[config.mk]
export PLATFORM = sky130hd
export DESIGN_NAME = stream_gate_admit
export DESIGN_NICKNAME = d
export VERILOG_FILES = /design/src/rtl/stream_gate_admit_pkg.sv /design/src/rtl/flow_classifier.sv /design/src/rtl/gate_schedule.sv /design/src/rtl/stream_gate_admit.sv
export SDC_FILE = /design/constraint.sdc
export NUM_CORES = 2
export LEC_CHECK = 0
export BUFFER_PORTS_ARGS = -buffer_cell sky130_fd_sc_hd__buf_2
export CAP_MARGIN = 20
export CORE_UTILIZATION = 45
export DETAILED_ROUTE_END_ITERATION = 10
export GPL_ROUTABILITY_DRIVEN = 0
export PLACE_DENSITY = 0.59
export SLEW_MARGIN = 20
export SYNTH_ARGS = -nofsm -noshare
export SYNTH_HDL_FRONTEND = slang
export SYNTH_SLANG_ARGS = --single-unit
[constraint.sdc]
create_clock -name clk -period 4.8 [get_ports clk]
set_input_delay 0.48 -clock clk [delete_from_list [all_inputs] [get_ports clk]]
set_output_delay 0.48 -clock clk [all_outputs]
set_load 0.05 [all_outputs]
[src/rtl/stream_gate_admit_pkg.sv]
package stream_gate_admit_pkg;
  localparam int MAC_W = 48;
  localparam int VID_W = 12;
  localparam int PCP_W = 3;

  typedef struct packed {
    logic [MAC_W-1:0] mac;
    logic [VID_W-1:0] vid;
    logic [PCP_W-1:0] pcp;
  } flow_key_t;

  typedef enum logic [1:0] {
    GS_IDLE = 2'd0,
    GS_PEND = 2'd1,
    GS_RUN  = 2'd2
  } gate_state_e;
endpackage

[src/rtl/flow_classifier.sv]
module flow_classifier
  import stream_gate_admit_pkg::*;
#(
  parameter int NSTREAM = 8,
  localparam int SIDX_W = $clog2(NSTREAM)
) (
  input  logic              clk,
  input  logic              rst_n,
  input  logic              wr_en,
  input  logic [SIDX_W-1:0] wr_idx,
  input  logic              wr_valid,
  input  flow_key_t         wr_key,
  input  flow_key_t         q_key,
  output logic              q_hit,
  output logic [SIDX_W-1:0] q_idx
);
  flow_key_t        key_q [NSTREAM];
  logic [NSTREAM-1:0] vld_q;
  logic [NSTREAM-1:0] hit_vec;

  genvar gi;
  generate
    for (gi = 0; gi < NSTREAM; gi++) begin : g_entry
      logic sel;
      assign sel = wr_en && (wr_idx == SIDX_W'(gi));

      always_ff @(posedge clk or negedge rst_n) begin
        if (!rst_n)   vld_q[gi] <= 1'b0;
        else if (sel) vld_q[gi] <= wr_valid;
      end

      always_ff @(posedge clk) begin
        if (sel) key_q[gi] <= wr_key;
      end

      assign hit_vec[gi] = vld_q[gi] && (key_q[gi] == q_key);
    end
  endgenerate

  always_comb begin
    q_hit = |hit_vec;
    q_idx = '0;
    for (int i = NSTREAM - 1; i >= 0; i--) begin
      if (hit_vec[i]) q_idx = SIDX_W'(i);
    end
  end
endmodule

[src/rtl/gate_schedule.sv]
module gate_schedule
  import stream_gate_admit_pkg::*;
#(
  parameter int NSTREAM = 8,
  parameter int NENTRY  = 16,
  parameter int TIME_W  = 48,
  parameter int DUR_W   = 32,
  localparam int EIDX_W = $clog2(NENTRY)
) (
  input  logic               clk,
  input  logic               rst_n,
  input  logic [TIME_W-1:0]  now_ns,
  input  logic               wr_en,
  input  logic [EIDX_W-1:0]  wr_idx,
  input  logic [DUR_W-1:0]   wr_dur,
  input  logic [NSTREAM-1:0] wr_mask,
  input  logic               arm,
  input  logic [TIME_W-1:0]  arm_base,
  input  logic [EIDX_W-1:0]  arm_last,
  input  logic               disarm,
  output logic               busy,
  output logic [NSTREAM-1:0] open_mask
);
  logic [DUR_W-1:0]   dur_q  [NENTRY];
  logic [NSTREAM-1:0] mask_q [NENTRY];

  gate_state_e       st_q, st_d;
  logic [EIDX_W-1:0] ptr_q, ptr_d, last_q, last_d, nxt_ptr;
  logic [TIME_W-1:0] end_q, end_d, base_q, base_d;
  logic              go, step, wr_ok;

  assign wr_ok = wr_en && (st_q == GS_IDLE) && (wr_dur != '0);

  genvar gi;
  generate
    for (gi = 0; gi < NENTRY; gi++) begin : g_slot
      always_ff @(posedge clk) begin
        if (wr_ok && (wr_idx == EIDX_W'(gi))) begin
          dur_q[gi]  <= wr_dur;
          mask_q[gi] <= wr_mask;
        end
      end
    end
  endgenerate

  assign go      = (st_q == GS_PEND) && (now_ns >= base_q);
  assign step    = (st_q == GS_RUN)  && (now_ns >= end_q);
  assign nxt_ptr = (ptr_q == last_q) ? '0 : ptr_q + 1'b1;

  always_comb begin
    if (go)                  open_mask = mask_q[0];
    else if (st_q == GS_RUN) open_mask = step ? mask_q[nxt_ptr] : mask_q[ptr_q];
    else                     open_mask = '0;
  end

  always_comb begin
    st_d   = st_q;
    ptr_d  = ptr_q;
    end_d  = end_q;
    base_d = base_q;
    last_d = last_q;
    if (disarm) begin
      st_d = GS_IDLE;
    end else begin
      unique case (st_q)
        GS_IDLE: if (arm) begin
          st_d   = GS_PEND;
          base_d = arm_base;
          last_d = arm_last;
        end
        GS_PEND: if (go) begin
          st_d  = GS_RUN;
          ptr_d = '0;
          end_d = base_q + TIME_W'(dur_q[0]);
        end
        GS_RUN: if (step) begin
          ptr_d = nxt_ptr;
          end_d = end_q + TIME_W'(dur_q[nxt_ptr]);
        end
        default: st_d = GS_IDLE;
      endcase
    end
  end

  always_ff @(posedge clk or negedge rst_n) begin
    if (!rst_n) begin
      st_q   <= GS_IDLE;
      ptr_q  <= '0;
      end_q  <= '0;
      base_q <= '0;
      last_q <= '0;
    end else begin
      st_q   <= st_d;
      ptr_q  <= ptr_d;
      end_q  <= end_d;
      base_q <= base_d;
      last_q <= last_d;
    end
  end

  assign busy = (st_q != GS_IDLE);
endmodule

[src/rtl/stream_gate_admit.sv]
module stream_gate_admit
  import stream_gate_admit_pkg::*;
#(
  parameter int NSTREAM = 8,
  parameter int NENTRY  = 16,
  parameter int TIME_W  = 48,
  parameter int DUR_W   = 32,
  localparam int SIDX_W = $clog2(NSTREAM),
  localparam int EIDX_W = $clog2(NENTRY)
) (
  input  logic               clk,
  input  logic               rst_n,
  input  logic [TIME_W-1:0]  now_ns,
  input  logic               st_we,
  input  logic [SIDX_W-1:0]  st_idx,
  input  logic               st_valid,
  input  logic [47:0]        st_mac,
  input  logic [11:0]        st_vid,
  input  logic [2:0]         st_pcp,
  input  logic               sc_we,
  input  logic [EIDX_W-1:0]  sc_idx,
  input  logic [DUR_W-1:0]   sc_dur,
  input  logic [NSTREAM-1:0] sc_mask,
  input  logic               sc_start,
  input  logic [TIME_W-1:0]  sc_base,
  input  logic [EIDX_W-1:0]  sc_last,
  input  logic               sc_stop,
  output logic               busy,
  input  logic               frm_valid,
  input  logic [47:0]        frm_mac,
  input  logic [11:0]        frm_vid,
  input  logic [2:0]         frm_pcp,
  output logic               res_valid,
  output logic               res_hit,
  output logic               res_admit
);
  logic              rst_meta, rst_n_s;
  flow_key_t         wkey, qkey;
  logic              hit;
  logic [SIDX_W-1:0] hit_idx;
  logic [NSTREAM-1:0] open_mask;
  logic              admit_d;

  always_ff @(posedge clk or negedge rst_n) begin
    if (!rst_n) begin
      rst_meta <= 1'b0;
      rst_n_s  <= 1'b0;
    end else begin
      rst_meta <= 1'b1;
      rst_n_s  <= rst_meta;
    end
  end

  assign wkey = '{mac: st_mac,  vid: st_vid,  pcp: st_pcp};
  assign qkey = '{mac: frm_mac, vid: frm_vid, pcp: frm_pcp};

  flow_classifier #(.NSTREAM(NSTREAM)) cls_i (
    .clk(clk), .rst_n(rst_n_s),
    .wr_en(st_we), .wr_idx(st_idx), .wr_valid(st_valid), .wr_key(wkey),
    .q_key(qkey), .q_hit(hit), .q_idx(hit_idx)
  );

  gate_schedule #(.NSTREAM(NSTREAM), .NENTRY(NENTRY), .TIME_W(TIME_W), .DUR_W(DUR_W)) sch_i (
    .clk(clk), .rst_n(rst_n_s), .now_ns(now_ns),
    .wr_en(sc_we), .wr_idx(sc_idx), .wr_dur(sc_dur), .wr_mask(sc_mask),
    .arm(sc_start), .arm_base(sc_base), .arm_last(sc_last), .disarm(sc_stop),
    .busy(busy), .open_mask(open_mask)
  );

  assign admit_d = !hit || open_mask[hit_idx];

  always_ff @(posedge clk or negedge rst_n_s) begin
    if (!rst_n_s) begin
      res_valid <= 1'b0;
      res_hit   <= 1'b0;
      res_admit <= 1'b0;
    end else begin
      res_valid <= frm_valid;
      if (frm_valid) begin
        res_hit   <= hit;
        res_admit <= admit_d;
      end
    end
  end
endmodule

==> results_dict.tcl <==
set metrics [dict create \
    htree_num_levels 4 \
    tightest_slew_ns 1.141 \
    utilization_pct 54.81 \
    vias_per_cell 6.152 \
    criticalPathCategory "flip-flop to flip-flop" \
    vdd_ir_drop_max_mv 0.3805 \
    synthTopCellsByCount "1144 x edfxtp_1, 273 x nand2_1, 216 x xnor2_1" \
    core_area_mm2 0.1296 \
    vias 41620 \
    cp-start-kind "flip-flop" \
    grt_pass1_wl_um 281700 \
    cts_max_path_buffers 3 \
    syn_area_mm2 0.05886 \
    clockRootBuffer "clkbuf_16" \
    post-route-period-util_pct 103.1 \
    antenna_found_initial 16 \
    grt_overflow 0 \
    seqPwrFrac_pct 35.1 \
    die_h_um 363.7 \
    ios 285 \
    p_sw_share_pct 34.04 \
    clk_latency_ns 0.78 \
    grt.met1_usage_pct 43.25 \
    synth.area.top_cells "edfxtp_1 58%, dfrtp_1 5.1%, ha_1 3.5%" \
    endpoint_kind "flip-flop" \
    layout_setup_ws_ns -0.1464 \
    path_max_fanout 13 \
    ff2ff_path_depth 25 \
    synth_most_common_cell "edfxtp_1" \
    hp-start "sc_last[0]" \
    yosysWarnings 0 \
    yosysUniqueCellTypes 93 \
    wire_per_inst_um 29.95 \
    synth-seq-cells 1263 \
    cts_made_buffers 139 \
    fin_nets 5351 \
    synth_top_flop_cell "edfxtp_1" \
    reg2reg_setup_slack_ns -0.15 \
    drc 0 \
    path_clk_slew_ns 0.06 \
    met3_usage_pct 6.511 \
    p_int_mw 24.83 \
    grt.total_usage_pct 29.97 \
    hold_path_depth 2 \
    rows 132 \
    p_per_area_mw_per_mm2 529.7 \
    drtAntennaViolNets 0 \
    chipWidth_um 363.7 \
    worstPathRequired_ns 5.44 \
    tritoncts "yes" \
    clock_sinks 1263 \
    grt_start_max_net_pins 117 \
    fin_cells 6765 \
    syn2layout_area_growth_pct 20.73 \
    period_needed_ns 4.946 \
    syn-instance-count 4303 \
    dp.cells 6406 \
    start_util_pct 45.40 \
    dr.pass1.iters 6 \
    p_sw_mw 12.81 \
    synth_edf_count 1144 \
    rsz0062_at_grt "true" \
    holdPathEnd "sch_i.last_q[0]" \
    async_reset_ff_share_pct 9.422 \
    nFillCells 10630 \
    p_leak_nw 25.20 \
    yosysTopAreaCellShare_pct 58.36 \
    synth_fp_nets 4751 \
    critPathMaxStageDelay_ns 0.53 \
    finalHoldViolations 0 \
    setup_tns_ns -0.6064 \
    grt_pass1_vias 39270 \
    status "finished, violations left" \
    setup-violations-final 7 \
    drtIter0Drc 5502 \
    timing.rr.start "sch_i.last_q[3]" \
    skew_ns 0.02599 \
    comb_power_share_pct 37.0 \
    avgSynthCellArea_um2 13.68 \
    slowest_stage "o41a_4" \
    die-area_mm2 0.1323 \
    finalWirelength_um 202600 \
    drive_gt1_share_pct 23.27 \
    cp.arrival_ns 5.58 \
    reg2reg_to "sch_i.end_q[36]" \
    synth_top_area_cell "edfxtp_1" \
    synth_seq_area_share_pct 63.42 \
    hp-class "primary input to flip-flop" \
    clock_power_share_pct 27.8 \
    violations "negative setup slack" \
    drv_slew 0 \
    portBuffers 284 \
    hpwl_um 136200 \
    maxSlewHeadroom_pct 23.92 \
    grt_busiest_layer "met2" \
    fmax_mhz 202.2 \
    power_mw 37.64 \
    gr-usage-met2_pct 44.90 \
    maxCapViolations 0 \
]
## logic make-up (layout without fill, tap and decap cells)
| group | after synthesis | after routing | share of synthesized area [%] |
|---|---|---|---|
| flops | 1263 | 1263 | 63.42 |
| compound gates | 975 | 975 | 11.84 |
| simple gates | 941 | 941 | 8.403 |
| buf+inv | 407 | 1123 | 2.919 |
| xor+xnor | 406 | 406 | 6.054 |
| fa+ha+maj | 167 | 167 | 3.575 |
| mux | 143 | 143 | 3.782 |
| other cells | 1 | 5 | 0.006371 |
## registers in the layout, indices dropped and copies added, names as in the netlist, 2 cells and up
signal        cells
cls_i.key_q     504
cls_i.vld_q       8
sch_i.base_q     48
sch_i.dur_q     512
sch_i.end_q      48
sch_i.last_q      4
sch_i.mask_q    128
sch_i.ptr_q       4
sch_i.st_q        2
## worst max path at each step
| stage | start | depth (start not counted) | slack, ns | endpoint |
|---|---|---|---|---|
| 2_1_floorplan | sch_i.last_q[2] | 21 | -0.03 | sch_i.end_q[44] |
| 3_3_place_gp | sch_i.ptr_q[0] | 21 | -0.27 | sch_i.end_q[45] |
| 5_1_grt | sch_i.last_q[3] | 23 | -0.29 | sch_i.end_q[44] |
| 3_5_place_dp | sch_i.ptr_q[0] | 21 | -0.37 | sch_i.end_q[45] |
| 6_report | sch_i.last_q[3] | 25 | -0.15 | sch_i.end_q[36] |
| 4_1_cts | sch_i.ptr_q[0] | 22 | -0.06 | sch_i.end_q[44] |
## layout make-up
type	count	area [um2]	area share (%)
repair buffers	679	5354	7.534
flip-flops and latches	1263	37340	52.55
well taps	1742	2180	3.067
inverters	187	704.4	0.9913
clock inverters	64	620.6	0.8733
clock buffers	193	3805	5.354
diodes	4	10.01	0.01409
multi-input cells	2633	21050	29.62
## per-layer routing
layer / up-vias / part of all wire [%]
li1: 17920 / -
met1: 20950 / 42
met2: 2335 / 44
met3: 400 / 10
met4: 12 / 3.6
met5: - / 0.039
## stage by stage
stage	hold WS, ns	setup slack [ns]	area [um2]
floorplan	0.1844	-0.03434	59010
global route	0.03476	-0.2883	71050
finish	0.06724	-0.1464	71060
CTS	0.009931	-0.06373	70050
global placement	0.09797	-0.2661	64310
detailed placement	0.09713	-0.3667	64330
## cells in the final DEF, fill, tap and decap left out, drive strengths merged, types with 22 or more instances in the layout
cell,count
edfxtp,1144
buf,621
nand2,273
xnor2,216
clkbuf,199
inv,194
xor2,190
a21oi,189
ha,165
a211oi,163
dfrtp,119
nand2b,102
nor2,97
o21ai,86
nand4,83
nor4,82
a221oi,81
and2,76
a22oi,75
mux2,65
nor3,64
mux4,57
a31oi,54
dlygate4sd3,52
clkinv,48
a21o,46
nor2b,45
a311oi,40
nand3,40
o22ai,35
o2111ai,34
and3,22
## power by group through the flow
stage | sequential, mW | combinational (mW) | clock [mW]
2_1_floorplan | 13.2 | 7.39 | 0
3_3_place_gp | 13.4 | 12.1 | 0
3_5_place_dp | 13.4 | 12.2 | 0
4_1_cts | 13.2 | 12.8 | 10.6
5_1_grt | 13.3 | 15.0 | 11.0
6_report | 13.2 | 13.9 | 10.5
## critical path: cells and delay by family, from the launching register on
kind                       cells  cell delay (ns)
AOI/OAI and AO/OA             13             2.29
xor gates and xnor gates       1             0.19
adders and majority gates      1             0.29
buffers and inverters          7             1.06
DFF                            1             0.41
and+or+nand+nor                3             0.58
## what timing repair did
item	4_1_cts	5_1_grt
pin swaps	50	95
cloned	5	6
buffers inserted	16	21
hold buffers	52	0
setup endpoints to repair	30	32
resized for setup	105	139
hold endpoints to repair	72	0
Power figures use the tool's default switching activity.
